<file path="config.mk">
export PLATFORM = sky130hd
export DESIGN_NAME = serial_rx16
export DESIGN_NICKNAME = d
export VERILOG_FILES = /design/src/rtl/serial_rx16.sv
export SDC_FILE = /design/constraint.sdc
export NUM_CORES = 1
export LEC_CHECK = 0
export BUFFER_PORTS_ARGS = -buffer_cell sky130_fd_sc_hd__buf_4
export CAP_MARGIN = 20
export CORE_UTILIZATION = 57
export CTS_CLUSTER_SIZE = 28
export DETAILED_ROUTE_END_ITERATION = 6
export HOLD_SLACK_MARGIN = 0.03
export PLACE_DENSITY = 0.77
export SLEW_MARGIN = 20
export SYNTH_ARGS = -nofsm -noshare
export SYNTH_HDL_FRONTEND = slang
export SYNTH_SLANG_ARGS = --single-unit
</file>
<file path="constraint.sdc">
create_clock -name clk -period 2.5 [get_ports clk]
set_clock_uncertainty 0.2 [all_clocks]
set_input_delay 0.25 -clock clk [delete_from_list [all_inputs] [get_ports clk]]
set_output_delay 0.25 -clock clk [all_outputs]
set_load 0.1 [all_outputs]
</file>
<file path="src/rtl/serial_rx16.sv">
module serial_rx16 (
  input  logic       clk,
  input  logic       rst_n,
  input  logic       rxd,
  input  logic       use_ext,
  input  logic       ext_clk,
  input  logic       tick_int,
  input  logic       len7,
  input  logic       par_en,
  input  logic       par_odd,
  input  logic       stop2,
  input  logic       rd_ack,
  output logic [7:0] rx_data,
  output logic       rdy,
  output logic       perr,
  output logic       ferr,
  output logic       ovr
);
  typedef enum logic [2:0] {IDLE, START, DATA, PAR, STOP1, STOP2} st_t;

  st_t        st;
  logic [1:0] rx_sync;
  logic [2:0] ck_sync;
  logic [3:0] cnt;
  logic [2:0] nb;
  logic [7:0] sh;
  logic       prev, acc, pbad;

  logic       rx_s, tick, mid, endb, last_bit, done;
  logic [7:0] word;

  assign rx_s     = rx_sync[1];
  assign tick     = use_ext ? (ck_sync[1] & ~ck_sync[2]) : tick_int;
  assign mid      = tick && (cnt == 4'd7);
  assign endb     = tick && (cnt == 4'd15);
  assign last_bit = (nb == (len7 ? 3'd6 : 3'd7));
  assign done     = mid && (st == STOP1);
  assign word     = len7 ? {1'b0, sh[7:1]} : sh;

  always_ff @(posedge clk or negedge rst_n)
    if (!rst_n) begin
      rx_sync <= 2'b11;
      ck_sync <= 3'b000;
    end else begin
      rx_sync <= {rx_sync[0], rxd};
      ck_sync <= {ck_sync[1:0], ext_clk};
    end

  always_ff @(posedge clk or negedge rst_n)
    if (!rst_n) begin
      st   <= IDLE;
      cnt  <= 4'd0;
      nb   <= 3'd0;
      sh   <= 8'd0;
      prev <= 1'b0;
      acc  <= 1'b0;
      pbad <= 1'b0;
    end else if (tick) begin
      prev <= rx_s;
      cnt  <= cnt + 4'd1;
      case (st)
        IDLE:  if (prev && !rx_s) begin st <= START; cnt <= 4'd1; end
        START: if (mid && rx_s) st <= IDLE;
               else if (endb) begin st <= DATA; nb <= 3'd0; acc <= 1'b0; pbad <= 1'b0; end
        DATA: begin
          if (mid) begin sh <= {rx_s, sh[7:1]}; acc <= acc ^ rx_s; end
          if (endb) begin
            nb <= nb + 3'd1;
            if (last_bit) st <= par_en ? PAR : STOP1;
          end
        end
        PAR: begin
          if (mid) pbad <= acc ^ rx_s ^ par_odd;
          if (endb) st <= STOP1;
        end
        STOP1: if (mid && !stop2) st <= IDLE;
               else if (endb) st <= STOP2;
        STOP2: if (mid) st <= IDLE;
        default: st <= IDLE;
      endcase
    end

  always_ff @(posedge clk or negedge rst_n)
    if (!rst_n) begin
      rx_data <= 8'd0;
      rdy     <= 1'b0;
      perr    <= 1'b0;
      ferr    <= 1'b0;
      ovr     <= 1'b0;
    end else begin
      if (done && !(rdy && !rd_ack)) begin
        rx_data <= word;
        perr    <= pbad;
        ferr    <= !rx_s;
      end
      if (done) rdy <= 1'b1;
      else if (rd_ack) rdy <= 1'b0;
      if (done && rdy && !rd_ack) ovr <= 1'b1;
      else if (rd_ack) ovr <= 1'b0;
    end


  ovr_implies_rdy_chk: assert property (@(posedge clk) disable iff (!rst_n) ovr |-> rdy);

  held_data_stable_chk: assert property (@(posedge clk) disable iff (!rst_n)
    (rdy && $past(rdy) && !$past(rd_ack)) |-> $stable(rx_data));

  ack_clears_ovr_chk: assert property (@(posedge clk) disable iff (!rst_n) rd_ack |=> !ovr);

  top_bit_zero_chk: assert property (@(posedge clk) disable iff (!rst_n)
    ($rose(rdy) && $past(len7)) |-> !rx_data[7]);

  no_parity_no_err_chk: assert property (@(posedge clk) disable iff (!rst_n)
    ($rose(rdy) && !$past(par_en)) |-> !perr);
endmodule

</file>
==> summary.md <==
| Metric | Value |
|---|---|
| Tmin final | `roughly 2.2 ns` |
| CTS tree | `yes` |
| Multi-input gate area | `856 sq um` |
| Post-CTS setup buffer count | `0` |
| Synth top area cells | `dfrtp_1 (47%), mux2_2 (5.3%), mux2i_1 (5.3%), nand2_1 (3.2%), a21oi_1 (2.9%)` |
| Final number of setup-violating endpoints | `0` |
| Yosys warning count | `0` |
| Worst Path Required | `approximately 2.5 ns` |
| Simple-Gate Fraction of Synth Area | `16.2%` |
| GP Congestion | `0.839` |
| Internal | `around 1.1 mW` |
| Unique cell type count in the Yosys netlist | `45` |
| First-pass GRT wire length | `6180 um` |
| Pins over their slew limit | `0` |
| Worst-Skew Late Latency | `0.34 ns` |
| Initial Utilization | `roughly 61%` |
| CTS Buffer Depth | `2` |
| Hpwl dp | `around 2600 um` |
| XOR/XNOR Fraction of Synth Area | `3.23%` |
| #FFs+latches synth | `38` |
| N_diodes | `0` |
| Worst Hold Class | `in2reg` |
| Max frequency | `approximately 450 MHz` |
| Final net count | `between 200 and 250` |
| Critical Path Sink Type | `flop` |
| Antenna-violating nets left | `0` |
| Setup CP Type | `reg2reg` |
| Combinational Power Share | `18.5%` |
| Worst path arrival time | `between 2 and 2.5 ns` |
| Num ports | `23` |
| Clk sink count | `38` |
| FF/Latch Area | `953 sq um` |
| Clock root cell | `clkbuf_4` |
| Synth Cell Area | `between 1500 and 2000 sq um` |
| Inst Count DP | `227` |
| Number of global-route vias before repair | `1359` |
| Area Overhead vs Synth | `15.8%` |
| Placement Setup Slack | `0.291 ns` |
| Layout Cells excl Fill | `239` |
| Outcome | `finished, final reports clean` |
| Peak supply drop | `0.420 mV` |
| Cells after synthesis | `166` |
| Post-synthesis mux area share | `11.8%` |
| DR vias | `between 1k and 1.5k` |
| Clk pwr share | `29.5%` |
| Final Hold Fails | `0` |
| Sequential element share of the synthesized area | `50.3%` |
| Final WS setup | `about 0.28 ns` |
| GR Overflow Total | `0` |
| Filler Cell Count | `271` |
| Final wirelength | `3640 um` |
| Top-area cell type share of the netlist area | `47.5%` |
| Drc violations | `0` |
| Share of layout cells above drive strength 1 | `27.7%` |
| Initial antenna violation count | `0` |
| RSZ-0062 raised after global routing | `no` |
| Final design utilization | `between 70% and 80%` |
| GRT Util Overall | `24.3%` |
| Setup TNS | `0 ns` |
| TritonRoute pass-1 iters | `4` |
| DR vias/cell | `roughly 5.5` |
| Synth Area in Adders | `1.32%` |
| Syn avg cell area | `11.4 sq um` |
| Largest family of logic cells by synthesized area | `simple AND/OR/NAND/NOR gates` |
| Port buffer count | `22` |
| Crit Path Max Fanout | `8` |
| Clock transition at the registers of the reported paths | `0.11 ns` |
| Total nets after synthesis | `179` |
| DRT iter0 DRCs | `30` |
| Slew headroom | `between 50% and 60%` |
| CORE AREA | `3100 sq um` |
| Startpoint Class | `flop` |
| Total die area | `around 3600 sq um` |
| Sw Ratio | `27.9%` |
| Die Y | `59.7 um` |
| Max-capacitance violation count | `0` |
| Per-cell routed wire length | `15.2 um` |
| Leakage | `between 1 and 1.5 nW` |
| Largest net degree at the start of global routing | `39` |
| P per Cell Area | `666 nW/um^2` |
| Area leader, netlist | `dfrtp_1` |
| Net Sw Power | `408 uW` |
| Worst Tran Pin Value | `0.609 ns` |
| H-tree Lvls | `2` |
| Power share of the sequential group | `52.0%` |
| Period utilization | `roughly nine tenths` |
| Rows | `20` |
| Die W | `59.7 um` |
| Post-synthesis compound-gate area fraction | `12.5%` |
| CTS buffer count | `5` |
stage by stage:
step / hold slack (ns) / instance area [sq um] / power [mW]
CTS: 0.0459 / 2200 / 1.48
detailed placement: 0.0439 / 2070 / 1.04
finish: 0.0564 / 2200 / 1.46
floorplan: -0.246 / 1900 / 0.959
global route: 0.0683 / 2200 / 1.54
global placement: 0.0310 / 2070 / 1.02
cell type report:
class	instances	area share [%]
Clock buffer	7	2.51
Tap cell	44	2.51
Multi-Input combinational cell	116	39.0
Clock inverter	1	1.37
Timing Repair Buffer	30	10.7
Sequential cell	38	43.4
Inverter	3	0.513
worst max-delay path, stage by stage, from the launching register on:
cell and delay (ns):
dfrtp_1 0.41, ha_1 0.23, nand2_2 0.12, a211oi_4 0.37
and2_1 0.40, mux2_2 0.39
placed cells by master, fill, tap and decap left out, drive strengths merged, types with 4 or more instances in the layout:
cell / count
a21oi: 11
buf: 26
clkbuf: 7
dfrtp: 36
dlygate4sd3: 4
mux2: 11
mux2i: 10
nand2: 17
nand2b: 5
nor2: 12
nor2b: 4
o21ai: 7
xor2: 4
synthesized netlist by cell type, drive strengths merged:
cell type	number
dfrtp	36
nand2	17
nor2	12
a21oi	11
mux2	11
mux2i	10
buf	9
o21ai	7
nand2b	5
nor2b	4
xor2	4
and2	3
inv	3
nor3	3
xnor2	3
a22oi	2
and3	2
dfstp	2
ha	2
nand3b	2
o2bb2ai	2
o31ai	2
a211oi	1
a31oi	1
a32o	1
a32oi	1
nand3	1
nand4	1
nor3b	1
nor4	1
nor4b	1
nor4bb	1
o211ai	1
o22a	1
o22ai	1
o41ai	1
path summary, 6_finish.rpt:
check                      startpoint    endpoint  slack (ns)  cells after the start
hold / removal                 par_en       st[1]        0.06                      3
setup reg to reg               cnt[0]       sh[1]        0.28                      5
max in group asynchronous       rst_n  rx_sync[0]        1.55                      2
min in group asynchronous       rst_n        prev        0.20                      2
hold reg to reg            rx_sync[0]  rx_sync[1]        0.17                      0
setup / recovery               cnt[0]       sh[1]        0.28                      5
repair_timing:
action	CTS	global route
endpoints found under the hold margin	42	0
gates resized for setup	0	0
hold buffers	4	0
power by group through the flow:
| stage | Combinational, mW | Clock, mW | Sequential (mW) |
|---|---|---|---|
| after floorplan | 0.212 | 0 | 0.747 |
| after global placement | 0.252 | 0 | 0.764 |
| after detailed placement | 0.267 | 0 | 0.773 |
| after CTS | 0.273 | 0.445 | 0.761 |
| after global routing | 0.301 | 0.469 | 0.772 |
| final | 0.270 | 0.432 | 0.760 |
per-layer routing:
metal	vias up	global-route usage [%]	part of all wire [%]
li1	637	-	-
met1	660	27.7	42
met2	18	43.0	54
met3	4	7.14	2.9
met4	0	8.64	1.2
met5	-	0	0
sequential cells by signal (all words and copies together) (netlist names), 2 cells and up:
register  cells
cnt           4
st            3
rx_data       8
nb            3
sh            8
rx_sync       2
ck_sync       3
logic make-up after synthesis:
group,count (synthesis)
flops,38
xor+xnor,7
buf+inv,12
mux,21
simple gates,54
compound gates,32
fa+ha+maj,2
Power figures use the tool's default switching activity.
